### config.mk
export PLATFORM = sky130hd
export DESIGN_NAME = spi_slave_ready
export DESIGN_NICKNAME = d
export VERILOG_FILES = /design/src/rtl/spi_ready_pkg.sv /design/src/rtl/spi_ready_fifo.sv /design/src/rtl/spi_ready_datapath.sv /design/src/rtl/spi_ready_control.sv /design/src/rtl/spi_slave_ready.sv
export SDC_FILE = /design/constraint.sdc
export NUM_CORES = 1
export LEC_CHECK = 0
export BUFFER_PORTS_ARGS = -buffer_cell sky130_fd_sc_hd__buf_2
export CORE_UTILIZATION = 47
export DETAILED_ROUTE_END_ITERATION = 8
export PLACE_DENSITY = 0.68
export SLEW_MARGIN = 20
export SYNTH_ARGS = -nofsm -noshare
export SYNTH_HDL_FRONTEND = slang
export SYNTH_SLANG_ARGS = --single-unit
### constraint.sdc
create_clock -name clk -period 2.15 [get_ports clk]
set_input_delay 0.1075 -clock clk [delete_from_list [all_inputs] [get_ports clk]]
set_output_delay 0.1075 -clock clk [all_outputs]
set_load 0.005 [all_outputs]
### src/rtl/spi_ready_pkg.sv
package spi_ready_pkg;

  typedef struct packed {
    logic txPush;
    logic txPop;
    logic rxPush;
    logic rxPop;
  } fifoStrobes_t;

  typedef enum logic [1:0] {
    WM_EDGE    = 2'd0,
    WM_QUARTER = 2'd1,
    WM_HALF    = 2'd2,
    WM_RSVD    = 2'd3
  } wmCode_e;

  typedef struct packed {
    logic    isMaster;
    logic    flowEn;
    wmCode_e wmSel;
    logic    activeHigh;
  } readyCfg_t;

endpackage

### src/rtl/spi_ready_fifo.sv
module spi_ready_fifo #(
  parameter int DEPTH  = 8,
  parameter int DATA_W = 8,
  parameter int CNT_W  = $clog2(DEPTH + 1)
) (
  input  logic              clk,
  input  logic              rstN,
  input  logic              push,
  input  logic [DATA_W-1:0] pushData,
  input  logic              pop,
  output logic [DATA_W-1:0] headData,
  output logic [CNT_W-1:0]  level
);

  localparam int PTR_W = (DEPTH > 1) ? $clog2(DEPTH) : 1;
  localparam logic [PTR_W-1:0] LAST_PTR = PTR_W'(DEPTH - 1);

  logic [DATA_W-1:0] mem [DEPTH];
  logic [PTR_W-1:0]  wrPtr, rdPtr;

  function automatic logic [PTR_W-1:0] nextPtr(input logic [PTR_W-1:0] p);
    return (p == LAST_PTR) ? '0 : p + 1'b1;
  endfunction

  always_ff @(posedge clk) begin
    if (push) mem[wrPtr] <= pushData;
  end

  always_ff @(posedge clk or negedge rstN) begin
    if (!rstN) begin
      wrPtr <= '0;
      rdPtr <= '0;
      level <= '0;
    end else begin
      if (push) wrPtr <= nextPtr(wrPtr);
      if (pop)  rdPtr <= nextPtr(rdPtr);
      case ({push, pop})
        2'b10:   level <= level + 1'b1;
        2'b01:   level <= level - 1'b1;
        default: level <= level;
      endcase
    end
  end

  assign headData = mem[rdPtr];


  no_push_full_chk: assert property (@(posedge clk) disable iff (!rstN)
    push |-> (level != CNT_W'(DEPTH)));


  no_pop_empty_chk: assert property (@(posedge clk) disable iff (!rstN)
    pop |-> (level != '0));

endmodule

### src/rtl/spi_ready_datapath.sv
module spi_ready_datapath
  import spi_ready_pkg::*;
#(
  parameter int DEPTH  = 8,
  parameter int DATA_W = 8,
  parameter int CNT_W  = $clog2(DEPTH + 1)
) (
  input  logic              clk,
  input  logic              rstN,
  input  fifoStrobes_t      strb,
  input  logic [DATA_W-1:0] txPushData,
  input  logic [DATA_W-1:0] xferRxData,
  output logic [DATA_W-1:0] xferTxData,
  output logic [DATA_W-1:0] rxPopData,
  output logic [CNT_W-1:0]  txLevel,
  output logic [CNT_W-1:0]  rxLevel
);

  spi_ready_fifo #(.DEPTH(DEPTH), .DATA_W(DATA_W), .CNT_W(CNT_W)) u_txFifo (
    .clk      (clk),
    .rstN     (rstN),
    .push     (strb.txPush),
    .pushData (txPushData),
    .pop      (strb.txPop),
    .headData (xferTxData),
    .level    (txLevel)
  );

  spi_ready_fifo #(.DEPTH(DEPTH), .DATA_W(DATA_W), .CNT_W(CNT_W)) u_rxFifo (
    .clk      (clk),
    .rstN     (rstN),
    .push     (strb.rxPush),
    .pushData (xferRxData),
    .pop      (strb.rxPop),
    .headData (rxPopData),
    .level    (rxLevel)
  );

endmodule

### src/rtl/spi_ready_control.sv
module spi_ready_control
  import spi_ready_pkg::*;
#(
  parameter int DEPTH = 8,
  parameter int CNT_W = $clog2(DEPTH + 1)
) (
  input  logic             clk,
  input  logic             rstN,
  input  logic             enable,
  input  readyCfg_t        cfgIn,
  input  logic             txPushValid,
  input  logic             rxPopReq,
  input  logic             xferStrobe,
  input  logic [CNT_W-1:0] txLevel,
  input  logic [CNT_W-1:0] rxLevel,
  output fifoStrobes_t     strb,
  output logic             underflowErr,
  output logic             overflowErr,
  output logic             readyPin
);

  localparam logic [CNT_W-1:0] FULL_LVL  = CNT_W'(DEPTH);
  localparam logic [CNT_W-1:0] QTR_LVL   = CNT_W'(DEPTH / 4);
  localparam logic [CNT_W-1:0] HALF_LVL  = CNT_W'(DEPTH / 2);
  localparam logic [CNT_W-1:0] HIGH_LVL  = CNT_W'(DEPTH - DEPTH / 4);

  readyCfg_t cfgQ;
  logic      txEmpty, txFull, rxEmpty, rxFull;
  logic      gated, stall, pinNext;

  assign txEmpty = (txLevel == '0);
  assign txFull  = (txLevel == FULL_LVL);
  assign rxEmpty = (rxLevel == '0);
  assign rxFull  = (rxLevel == FULL_LVL);

  always_comb begin
    strb.txPush = txPushValid && !txFull;
    strb.txPop  = xferStrobe  && !txEmpty;
    strb.rxPush = xferStrobe  && !rxFull;
    strb.rxPop  = rxPopReq    && !rxEmpty;
  end

  always_ff @(posedge clk or negedge rstN) begin
    if (!rstN) begin
      cfgQ <= '{isMaster: 1'b1, flowEn: 1'b0, wmSel: WM_EDGE, activeHigh: 1'b0};
    end else if (!enable) begin
      cfgQ <= cfgIn;
    end
  end

  always_ff @(posedge clk or negedge rstN) begin
    if (!rstN) begin
      underflowErr <= 1'b0;
      overflowErr  <= 1'b0;
    end else begin
      if (xferStrobe && txEmpty) underflowErr <= 1'b1;
      if (xferStrobe && rxFull)  overflowErr  <= 1'b1;
    end
  end

  always_comb begin
    case (cfgQ.wmSel)
      WM_QUARTER: stall = (txLevel <= QTR_LVL)  || (rxLevel >= HIGH_LVL);
      WM_HALF:    stall = (txLevel <= HALF_LVL) || (rxLevel >= HALF_LVL);
      default:    stall = txEmpty || rxFull;
    endcase
  end

  assign gated   = !cfgQ.isMaster && cfgQ.flowEn;
  assign pinNext = (gated && stall) ? !cfgQ.activeHigh : cfgQ.activeHigh;

  always_ff @(posedge clk or negedge rstN) begin
    if (!rstN) readyPin <= 1'b0;
    else       readyPin <= pinNext;
  end


  cfg_hold_chk: assert property (@(posedge clk) disable iff (!rstN)
    enable |=> $stable(cfgQ));


  ungated_ready_chk: assert property (@(posedge clk) disable iff (!rstN)
    (cfgQ.isMaster || !cfgQ.flowEn) |=> (readyPin == $past(cfgQ.activeHigh)));


  underflow_sticky_chk: assert property (@(posedge clk) disable iff (!rstN)
    underflowErr |=> underflowErr);


  overflow_set_chk: assert property (@(posedge clk) disable iff (!rstN)
    (xferStrobe && rxLevel == FULL_LVL) |=> overflowErr);

endmodule

### src/rtl/spi_slave_ready.sv
module spi_slave_ready
  import spi_ready_pkg::*;
#(
  parameter int DEPTH  = 8,
  parameter int DATA_W = 8,
  parameter int CNT_W  = $clog2(DEPTH + 1)
) (
  input  logic              clk,
  input  logic              rstN,
  input  logic              enable,
  input  logic              isMaster,
  input  logic              flowEn,
  input  logic [1:0]        wmSel,
  input  logic              activeHigh,
  input  logic              txPushValid,
  input  logic [DATA_W-1:0] txPushData,
  input  logic              rxPopReq,
  output logic [DATA_W-1:0] rxPopData,
  input  logic              xferStrobe,
  input  logic [DATA_W-1:0] xferRxData,
  output logic [DATA_W-1:0] xferTxData,
  output logic [CNT_W-1:0]  txLevel,
  output logic [CNT_W-1:0]  rxLevel,
  output logic              underflowErr,
  output logic              overflowErr,
  output logic              readyPin
);

  fifoStrobes_t strb;
  readyCfg_t    cfgIn;

  assign cfgIn = '{isMaster: isMaster, flowEn: flowEn,
                   wmSel: wmCode_e'(wmSel), activeHigh: activeHigh};

  spi_ready_control #(.DEPTH(DEPTH), .CNT_W(CNT_W)) u_control (
    .clk          (clk),
    .rstN         (rstN),
    .enable       (enable),
    .cfgIn        (cfgIn),
    .txPushValid  (txPushValid),
    .rxPopReq     (rxPopReq),
    .xferStrobe   (xferStrobe),
    .txLevel      (txLevel),
    .rxLevel      (rxLevel),
    .strb         (strb),
    .underflowErr (underflowErr),
    .overflowErr  (overflowErr),
    .readyPin     (readyPin)
  );

  spi_ready_datapath #(.DEPTH(DEPTH), .DATA_W(DATA_W), .CNT_W(CNT_W)) u_datapath (
    .clk        (clk),
    .rstN       (rstN),
    .strb       (strb),
    .txPushData (txPushData),
    .xferRxData (xferRxData),
    .xferTxData (xferTxData),
    .rxPopData  (rxPopData),
    .txLevel    (txLevel),
    .rxLevel    (rxLevel)
  );

endmodule

==> run metrics, run 1 <==
Mapped Area ~6500 um2; # fillers ~1000; initial DRC count roughly 220; PD cells between 1000 and 1500 nW/um2; Die Wd 120 um; H-tree depth 4; layout cell share with drive strength beyond 1 42.7%; grt ovf 0; area share of the largest cell type after synthesis 59.2%; initial antenna violation count 0; status completed; largest family of logic cells by synthesized area multiplexers; router iterations before antenna repair 4; Worst EP arrival about 2.5 ns; Synth warnings 0; hpwl dp approximately 7400 um; root buffer cell clkbuf_16; drt drc 0; Static Leak roughly 0.0029 uW; prevailing post-synth register cell edfxtp_1; global-route wire length before repair roughly 19000 um; clk buf depth 2; crit share post-route roughly 99%; Max-Cap Viols 0; vias per cell approximately 5.3; Final Critical Period approximately 2.1 ns; n_diodes 0; Synth top cells by count 128 x edfxtp_1, 32 x mux4_2, 27 x dfrtp_1, 26 x mux2_2, 16 x ha_1; CTS tree yes; mean post-synth cell area approximately 19 um2; register area around 4600 um2; gate count of the mapped netlist ~340; PnR worst setup slack roughly 0.013 ns; Worst Hold Class primary input to flop; Pins Over Slew Limit 0; Seq cells post-synth approximately 160; Slew HR 39.3%; largest cells by area after synthesis edfxtp_1 59%, mux4_2 11%, dfrtp_1 10%, mux2_2 4.5%, ha_1 3.1%; die area 14300 um2; Ports 54; Routed WL approximately 12000 um; clock-pin slew on the worst setup and hold paths ~0.060 ns; Layout Nets between 500 and 600; clock latency on the worst-skew pair approximately 0.41 ns; Area Growth Syn to Fin 24.2%; pre-CTS setup slack -0.0263 ns; Synth Area in XOR/XNOR 1.21%; Multi-input gate area between 1500 and 2000 um2; Final Cell Area around 8100 um2; Crit Path Class flop to flop; CTS Buf Count 17; crit path launch type flop; RSZ-0062 raised after global routing yes; endpoints failing hold 0; top-count cell post-synth edfxtp_1; cell row count 42; crit end category flop; largest net degree at the start of global routing 29; ys async rst share approximately 18%; wire per inst approximately 18 um; post-synthesis compound-gate area fraction between 2 and 2.5%; WHS 0.0239 ns; gr usage total between 15 and 20%; number of port buffers 53; clk sinks approximately 160; area leader, netlist edfxtp_1; post-synthesis simple-gate area fraction 5.10%; gpl congestion 0.752; post-synthesis sequential area ratio a little over two thirds; Post-synth EDFFs approximately 130; Critical Path RT approximately 2.5 ns; crit path max fanout 4; core area 13300 um2; via count approximately 3400; vias in the first global route roughly 3700; Max VDD drop around 670 uV; syn_nets between 300 and 400; Clock Skew roughly 0.0052 ns; DRT antenna net count 0; Starting Density between 40% and 50%; Final Setup Violations 0; mux contribution to synthesized area between 15 and 20%; Yosys cell types 42; fmax approximately 0.47 GHz; Adder-Cell Fraction of Synth Area ~3.4%; post-place instance area 7230 um2; Die H around 120 um; Least-Margin Pin Slew about 0.91 ns; setup tns final 0 ns; final core utilization between 60% and 70%
[metal layers]
metal | up-vias | GRT usage (%) | wire [um]
met3 | 14 | 3.28 | 509
li1 | 1596 | - | -
met5 | - | 0 | 0
met2 | 74 | 28.5 | 5800
met4 | 0 | 9.30 | 189
met1 | 1733 | 23.9 | 5070
[report_power, final]
group / internal, uW / leakage [uW] / switching (uW)
clock network: 1710 / 0.000272 / 1160
registers: 3890 / 0.00148 / 405
logic: 1940 / 0.00119 / 1590
total: 7550 / 0.00295 / 3150
[registers in the layout, summed over array words and instances, names as in the netlist]
name and flops:
u_datapath.u_rxFifo.mem 64, u_datapath.u_txFifo.mem 64, u_control.cfgQ 5, u_datapath.u_rxFifo.level 4, u_datapath.u_txFifo.level 4, u_datapath.u_rxFifo.rdPtr 3
u_datapath.u_rxFifo.wrPtr 3, u_datapath.u_txFifo.rdPtr 3, u_datapath.u_txFifo.wrPtr 3, u_control.overflowErr 1, u_control.readyPin 1, u_control.underflowErr 1
[worst max-delay path: stages (launching register included)]
cell	delay (ns)
dfrtp_2	0.39
or4b_4	0.56
nand2_4	0.09
ha_4	0.16
ha_4	0.20
a21o_1	0.16
a21oi_2	0.13
mux2i_1	0.24
xnor2_1	0.14
[per-stage QoR]
stage               total power [uW]  cells
floorplan                       6620    342
global placement                7700    590
detailed placement              7870    590
CTS                            10800    645
global route                   11300    647
finish                         10700    647
[worst paths after layout]
| kind | startpoint | end | slack [ns] | cells after the start |
|---|---|---|---|---|
| max | u_datapath.u_rxFifo.level[0]$_DFFE_PN0P_ | u_datapath.u_rxFifo.level[3]$_DFFE_PN0P_ | 0.01 | 8 |
| min | enable | u_control.cfgQ[1]$_DFFE_PN0N_ | 0.02 | 2 |
| max reg2reg | u_datapath.u_rxFifo.level[0]$_DFFE_PN0P_ | u_datapath.u_rxFifo.level[3]$_DFFE_PN0P_ | 0.01 | 8 |
| min reg2reg | u_control.underflowErr$_DFFE_PN0P_ | u_control.underflowErr$_DFFE_PN0P_ | 0.46 | 1 |
| max in group asynchronous | rstN | u_datapath.u_rxFifo.rdPtr[0]$_DFFE_PN0P_ | 1.45 | 2 |
| min in group asynchronous | rstN | u_datapath.u_rxFifo.wrPtr[2]$_DFFE_PN0P_ | 0.25 | 2 |
[final cells by class]
cell class	count	share of cell area [%]
multi-input cells	165	23.7
clock inverters	13	1.78
repair buffers	111	9.68
flip-flops and latches	156	56.4
inverters	7	0.357
well taps	176	2.73
clock buffers	19	5.37
[what timing repair did]
item                                   4_1_cts  5_1_grt
pin swaps                                    1        3
setup buffers                                1        2
setup endpoints to repair                    4        4
resized for setup                            2        8
endpoints found under the hold margin      160        0
hold buffers                                22        0
[placed cells by master, fill, tap and decap left out, drive strengths merged]
master	instances
a211o	2
a211oi	1
a21o	6
a21oi	3
a221oi	1
a31oi	1
buf	89
bufinv	2
clkbuf	19
clkinv	6
clkinvlp	3
dfrtp	27
dfstp	1
dlygate4sd3	22
edfxtp	128
fa	1
ha	16
inv	9
mux2	27
mux2i	2
mux4	32
nand2	11
nand2b	10
nand3	2
nand3b	2
nor2	12
nor3	11
nor3b	2
nor4	3
nor4b	1
o211ai	1
o21ai	4
o22ai	1
o41ai	1
or3b	2
or4b	1
xnor2	3
xor2	6
[cell families after synthesis]
| logic type | Yosys count |
|---|---|
| DFF | 156 |
| muxes | 61 |
| and+or+nand+nor | 57 |
| AOI/OAI and AO/OA | 21 |
| buffers and inverters | 21 |
| adders and majority gates | 17 |
| xor gates and xnor gates | 9 |
Power figures use the tool's default switching activity.
==> run 2: changes to the inputs <==
Settings changed: CORE_UTILIZATION 47 to 40, HOLD_SLACK_MARGIN set to 0.02, PLACE_DENSITY 0.68 to not set, TNS_END_PERCENT set to 20.
==> run metrics, run 2 (synthesis gave the netlist of run 1 again) <==
Least-Margin Pin Slew 0.908 ns (was 0.907 ns); Slew HR 39.3% (about the same); crit end category flop (unchanged); via count 3426 (was 3417); gpl congestion 0.711 (was 0.752); clock latency on the worst-skew pair 0.42 ns (was 0.41 ns); root buffer cell clkbuf_16 (unchanged); Ports 54 (unchanged); Cell Chain, Critical Path or4b_4 > nand2_4 > ha_4 > ha_4 > a21o_1 > a21oi_2 > mux2i_1 > xnor2_1 (unchanged); initial DRC count 177 (was 224); Starting Density 40.9% (was 48.7%); Worst path slowest cell or4b_4 (unchanged); status completed (unchanged); CTS tree yes (unchanged); endpoints failing hold 0 (unchanged); gr usage total 15.9% (was 18.0%); layout cell share with drive strength beyond 1 42.6% (was 42.7%); Final Power 10800 uW (was 10700 uW); post-place instance area 7240 um2 (was 7230 um2); clk sinks 156 (unchanged); Sw Share 30.8% (was 29.5%); crit path max fanout 4 (unchanged); Critical Path RT 2.49 ns (about the same); Highest Signal Layer met4 (unchanged); Area Growth Syn to Fin 25.8% (was 24.2%); clock network fraction of total power 27.6% (was 26.9%); # fillers 1358 (was 999); largest registers u_datapath.u_rxFifo.mem: 64 flops, u_datapath.u_txFifo.mem: 64 flops, u_control.cfgQ: 5 flops (unchanged); clock-pin slew on the worst setup and hold paths 0.07 ns (was 0.06 ns); crit share post-route 99.6% (was 99.4%); most frequent cells in the layout 128 x edfxtp_1, 53 x buf_2, 32 x mux4_2, 32 x buf_4, 27 x dlygate4sd3_1 (was 128 x edfxtp_1, 53 x buf_2, 34 x buf_4); CTS Buf Count 17 (unchanged); PD cells 1320 nW/um2 (was 1330 nW/um2); commonest non-fill, non-tap cell in the layout edfxtp_1 (unchanged); Final Cell Area 8170 um2 (was 8070 um2); Crit Path Class flop to flop (unchanged); Int Pwr 7480 uW (was 7550 uW); CP dominant cell by count ha_4 (unchanged); Routed WL 12000 um (was 11600 um); hpwl dp 7570 um (was 7390 um); Final Critical Period 2.14 ns (about the same); sw power 3330 uW (was 3150 uW); RSZ-0062 raised after global routing yes (unchanged); Die Wd 129 um (was 120 um); Static Leak 0.00298 uW (was 0.00295 uW); WP buf/inv 0 (unchanged); core area 15900 um2 (was 13300 um2); drt drc 0 (unchanged); initial antenna violation count 0 (unchanged); wire per inst 17.5 um (was 17.9 um); Pins Over Slew Limit 0 (unchanged); router iterations before antenna repair 4 (unchanged); global-route wire length before repair 19300 um (was 18900 um); number of port buffers 53 (unchanged); Worst Hold Class primary input to flop (unchanged); DRT antenna net count 0 (unchanged); Layout Nets 505 (was 502); H-tree depth 4 (unchanged); cell row count 46 (was 42); WL met3 374 um (was 509 um); Max-Cap Viols 0 (unchanged); vias in the first global route 3643 (was 3730); Max VDD drop 700 uV (was 667 uV); die area 16800 um2 (was 14300 um2); Gate power share 32.7% (was 33.0%); grt ovf 0 (unchanged); Worst EP arrival 2.49 ns (was 2.48 ns); Final Setup Violations 0 (unchanged); share of power burned in registers 39.7% (was 40.1%); fmax 0.467 GHz (was 0.468 GHz); M1 wire length 5450 um (was 5070 um); n_diodes 0 (unchanged); crit path launch type flop (unchanged); met2 WL 6030 um (was 5800 um); clk buf depth 2 (unchanged); largest net degree at the start of global routing 29 (unchanged); vias per cell 4.97 (was 5.28); Die H 129 um (was 120 um); CP top delay family simple AND/OR/NAND/NOR gates (unchanged); Clock Skew 0.00669 ns (was 0.00519 ns); max incr delay on CP 0.56 ns (about the same)
==> run 2: cell count changes in the layout (fill, tap and decap cells not counted), moves of 2 or more <==
cell           previous run  this run
buf_4                    34        32
clkbuf_1                  2         0
clkinv_4                  4         1
dlygate4sd3_1            22        27
inv_6                     2         4
inv_8                     0         6
==> run 2: final timing paths <==
check,end,start,depth (start not counted),slack (ns)
max,u_datapath.u_rxFifo.level[3]$_DFFE_PN0P_,u_datapath.u_rxFifo.level[0]$_DFFE_PN0P_,8,0.009
min,u_control.overflowErr$_DFFE_PN0P_,xferStrobe,2,0.05
max reg2reg,u_datapath.u_rxFifo.level[3]$_DFFE_PN0P_,u_datapath.u_rxFifo.level[0]$_DFFE_PN0P_,8,0.009
min reg2reg,u_control.underflowErr$_DFFE_PN0P_,u_control.underflowErr$_DFFE_PN0P_,1,0.45
max in group asynchronous,u_datapath.u_txFifo.level[2]$_DFFE_PN0P_,rstN,2,1.46
min in group asynchronous,u_datapath.u_rxFifo.wrPtr[2]$_DFFE_PN0P_,rstN,2,0.24
==> run 2: layout make-up <==
| type | count | area (um2) | share of cell area, % |
|---|---|---|---|
| Timing Repair Buffer | 114 | 816 | 9.99 |
| Inverter | 7 | 26.3 | 0.322 |
| Multi-Input combinational cell | 165 | 1910 | 23.3 |
| Sequential cell | 156 | 4550 | 55.7 |
| Tap cell | 216 | 270 | 3.31 |
| Clock buffer | 17 | 425 | 5.21 |
| Clock inverter | 15 | 173 | 2.11 |
==> run 2: repair_timing <==
item,in CTS,in global routing
gates resized for setup,1,10
hold endpoints to repair,160,0
buffers inserted,2,2
pin swaps,4,4
setup endpoints to repair,1,4
hold buffers,27,0
==> run 2: per-layer routing <==
layer	global-route usage [%]	up-vias
met3	4.13	15
met5	0	-
met4	6.43	0
met1	20.8	1749
met2	25.6	55
li1	-	1607
==> run 2: through the flow <==
step | hold slack (ns) | setup TNS [ns] | worst slack [ns] | cells | utilization (%)
6_report | 0.0480 | 0 | 0.00853 | 690 | 51.4
5_1_grt | 0.0435 | -0.147 | -0.0728 | 690 | 51.4
4_1_cts | 0.0223 | -0.0111 | -0.0111 | 688 | 51.2
3_5_place_dp | 0.187 | 0 | 0.0184 | 627 | 45.6
3_3_place_gp | 0.173 | 0 | 0.0790 | 627 | 45.6
2_1_floorplan | -0.188 | -0.0713 | -0.0422 | 342 | -
==> run 2: power groups by stage <==
| stage | sequential (uW) | combinational, uW | clock (uW) |
|---|---|---|---|
| floorplan | 4240 | 2350 | 0 |
| global placement | 4320 | 3390 | 0 |
| detailed placement | 4370 | 3480 | 0 |
| finish | 4300 | 3530 | 2980 |
| CTS | 4300 | 3580 | 3050 |
| global route | 4370 | 3910 | 3160 |
==> run 3: changes to the inputs <==
Settings changed: CORE_ASPECT_RATIO set to 0.5, RECOVER_POWER set to 50.
==> run metrics, run 3 (synthesis gave the netlist of run 1 again) <==
gr usage total 16.7% (was 15.9%); Layout Nets 512 (was 505); largest registers u_datapath.u_rxFifo.mem: 64 flops, u_datapath.u_txFifo.mem: 64 flops, u_control.cfgQ: 5 flops (unchanged); CTS Buf Count 17 (unchanged); Worst R2R Setup Slack -0.009 ns (was 0.009 ns); cell row count 32 (was 46); hpwl dp 8130 um (was 7570 um); crit path launch type flop (unchanged); Die H 92.1 um (was 129 um); vias per cell 5.09 (was 4.97); dpl cells 619 (was 627); die area 16800 um2 (about the same); Clock Skew 0.00839 ns (was 0.00669 ns); Hold Path Stages 2 (unchanged); clk sinks 156 (unchanged); Max-Cap Viols 1 (was 0); Worst Hold Class primary input to flop (unchanged); crit share post-route 100% (was 99.6%); layout cell share with drive strength beyond 1 38.1% (was 42.6%); drt drc 0 (unchanged); gpl congestion 0.813 (was 0.711); Non-Filler Instances 684 (was 690); Worst EP arrival 2.50 ns (was 2.49 ns); wire per inst 18.6 um (was 17.5 um); Static Leak 0.00296 uW (was 0.00298 uW); Area Growth Syn to Fin 25.8% (about the same); pre-CTS setup slack -0.0366 ns (was 0.0184 ns); fmax 0.463 GHz (was 0.467 GHz); cell count of the worst reg-to-reg path 8 (unchanged); n_diodes 0 (unchanged); CTS tree yes (unchanged); PD cells 1340 nW/um2 (was 1320 nW/um2); Max VDD drop 650 uV (was 700 uV); Ports 54 (unchanged); crit end category flop (unchanged); via count 3482 (was 3426); Pins Over Slew Limit 29 (was 0); Routed WL 12700 um (was 12000 um); router iterations before antenna repair 4 (unchanged); Starting Density 41.6% (was 40.9%); clk buf depth 2 (unchanged); failing checks capacitance limit, slew limit, setup timing; Final Cell Area 8170 um2 (about the same); H-tree depth 4 (unchanged); global-route wire length before repair 20300 um (was 19300 um); commonest non-fill, non-tap cell in the layout edfxtp_1 (unchanged); grt ovf 0 (unchanged); Slew HR -4.38% (was 39.3%); RSZ-0062 raised after global routing yes (unchanged); core area 15600 um2 (was 15900 um2); number of port buffers 53 (unchanged); status complete, but fails checks (was completed); root buffer cell clkbuf_16 (unchanged); clock-pin slew on the worst setup and hold paths 0.06 ns (was 0.07 ns); Critical Path RT 2.49 ns (about the same); vias in the first global route 3670 (was 3643); initial antenna violation count 0 (unchanged); clock latency on the worst-skew pair 0.41 ns (was 0.42 ns); Least-Margin Pin Slew 1.57 ns (was 0.908 ns); initial DRC count 234 (was 177); Final Critical Period 2.16 ns (was 2.14 ns); Crit Path Class flop to flop (unchanged); crit path max fanout 5 (was 4); Final Setup Violations 1 (was 0); post-place instance area 7260 um2 (was 7240 um2); PnR worst setup slack -0.00853 ns (was 0.00853 ns); endpoints failing hold 0 (unchanged); DRT antenna net count 0 (unchanged); most frequent cells in the layout 128 x edfxtp_1, 39 x buf_4, 36 x buf_2 (was 128 x edfxtp_1, 53 x buf_2, 32 x mux4_2, 32 x buf_4, 27 x dlygate4sd3_1); Die Wd 182 um (was 129 um); largest net degree at the start of global routing 29 (unchanged)
==> run 3: final timing paths <==
| kind | startpoint | to |
|---|---|---|
| worst max-delay path | u_datapath.u_rxFifo.level[2]$_DFFE_PN0P_ | u_datapath.u_rxFifo.level[3]$_DFFE_PN0P_ |
| worst min-delay path | enable | u_control.cfgQ[1]$_DFFE_PN0N_ |
| min in group asynchronous | rstN | u_datapath.u_rxFifo.level[0]$_DFFE_PN0P_ |
| worst max register to register | u_datapath.u_rxFifo.level[2]$_DFFE_PN0P_ | u_datapath.u_rxFifo.level[3]$_DFFE_PN0P_ |
| worst min register to register | u_control.underflowErr$_DFFE_PN0P_ | u_control.underflowErr$_DFFE_PN0P_ |
| max in group asynchronous | rstN | u_datapath.u_txFifo.level[2]$_DFFE_PN0P_ |
==> run 3: power by group <==
part           leakage [uW]  internal, uW  total (uW)  switching (uW)
combinational       0.00119          2000        3670            1670
sequential          0.00148          3890        4300             406
clock              0.000286          1910        3020            1110
==> run 3: critical path: stages, from the launching register on <==
cell	delay [ns]
dfrtp_2	0.45
or4b_4	0.53
nand2_4	0.09
ha_4	0.16
ha_4	0.19
a21o_1	0.16
a21oi_2	0.13
mux2i_1	0.24
xnor2_1	0.14
==> run 3: final cells by class <==
class	count	area [um2]
tap	204	255
inverter	7	26.3
multi-input combinational	165	1910
fill	1299	7440
sequential	156	4550
clock inverter	12	153
clock buffer	19	433
timing repair buffer	121	841
==> run 3: routing by layer <==
layer  share of wire (%)  global-route usage, %
met3                 3.7                   5.00
met5                   0                      0
met1                  44                   21.5
met4                0.71                   4.41
met2                  52                   27.7
==> run 3: repair_timing <==
| item | in CTS | in global routing |
|---|---|---|
| setup endpoints to repair | 2 | 4 |
| gates cloned | 0 | 0 |
| gates resized for setup | 3 | 9 |
| hold buffers | 26 | 0 |
| buffers inserted | 6 | 2 |
| pin swaps | 2 | 4 |
| hold endpoints to repair | 160 | 0 |
==> run 3: per-stage QoR <==
step                util (%)  setup TNS (ns)  hold WS [ns]  power (uW)
floorplan                  -         -0.0713        -0.188        6590
global placement        46.5               0         0.152        7700
detailed placement      46.5         -0.0428         0.176        7910
CTS                     52.2        -0.00849        0.0207       11100
global route            52.3          -0.149        0.0291       11600
finish                  52.3        -0.00853        0.0401       11000
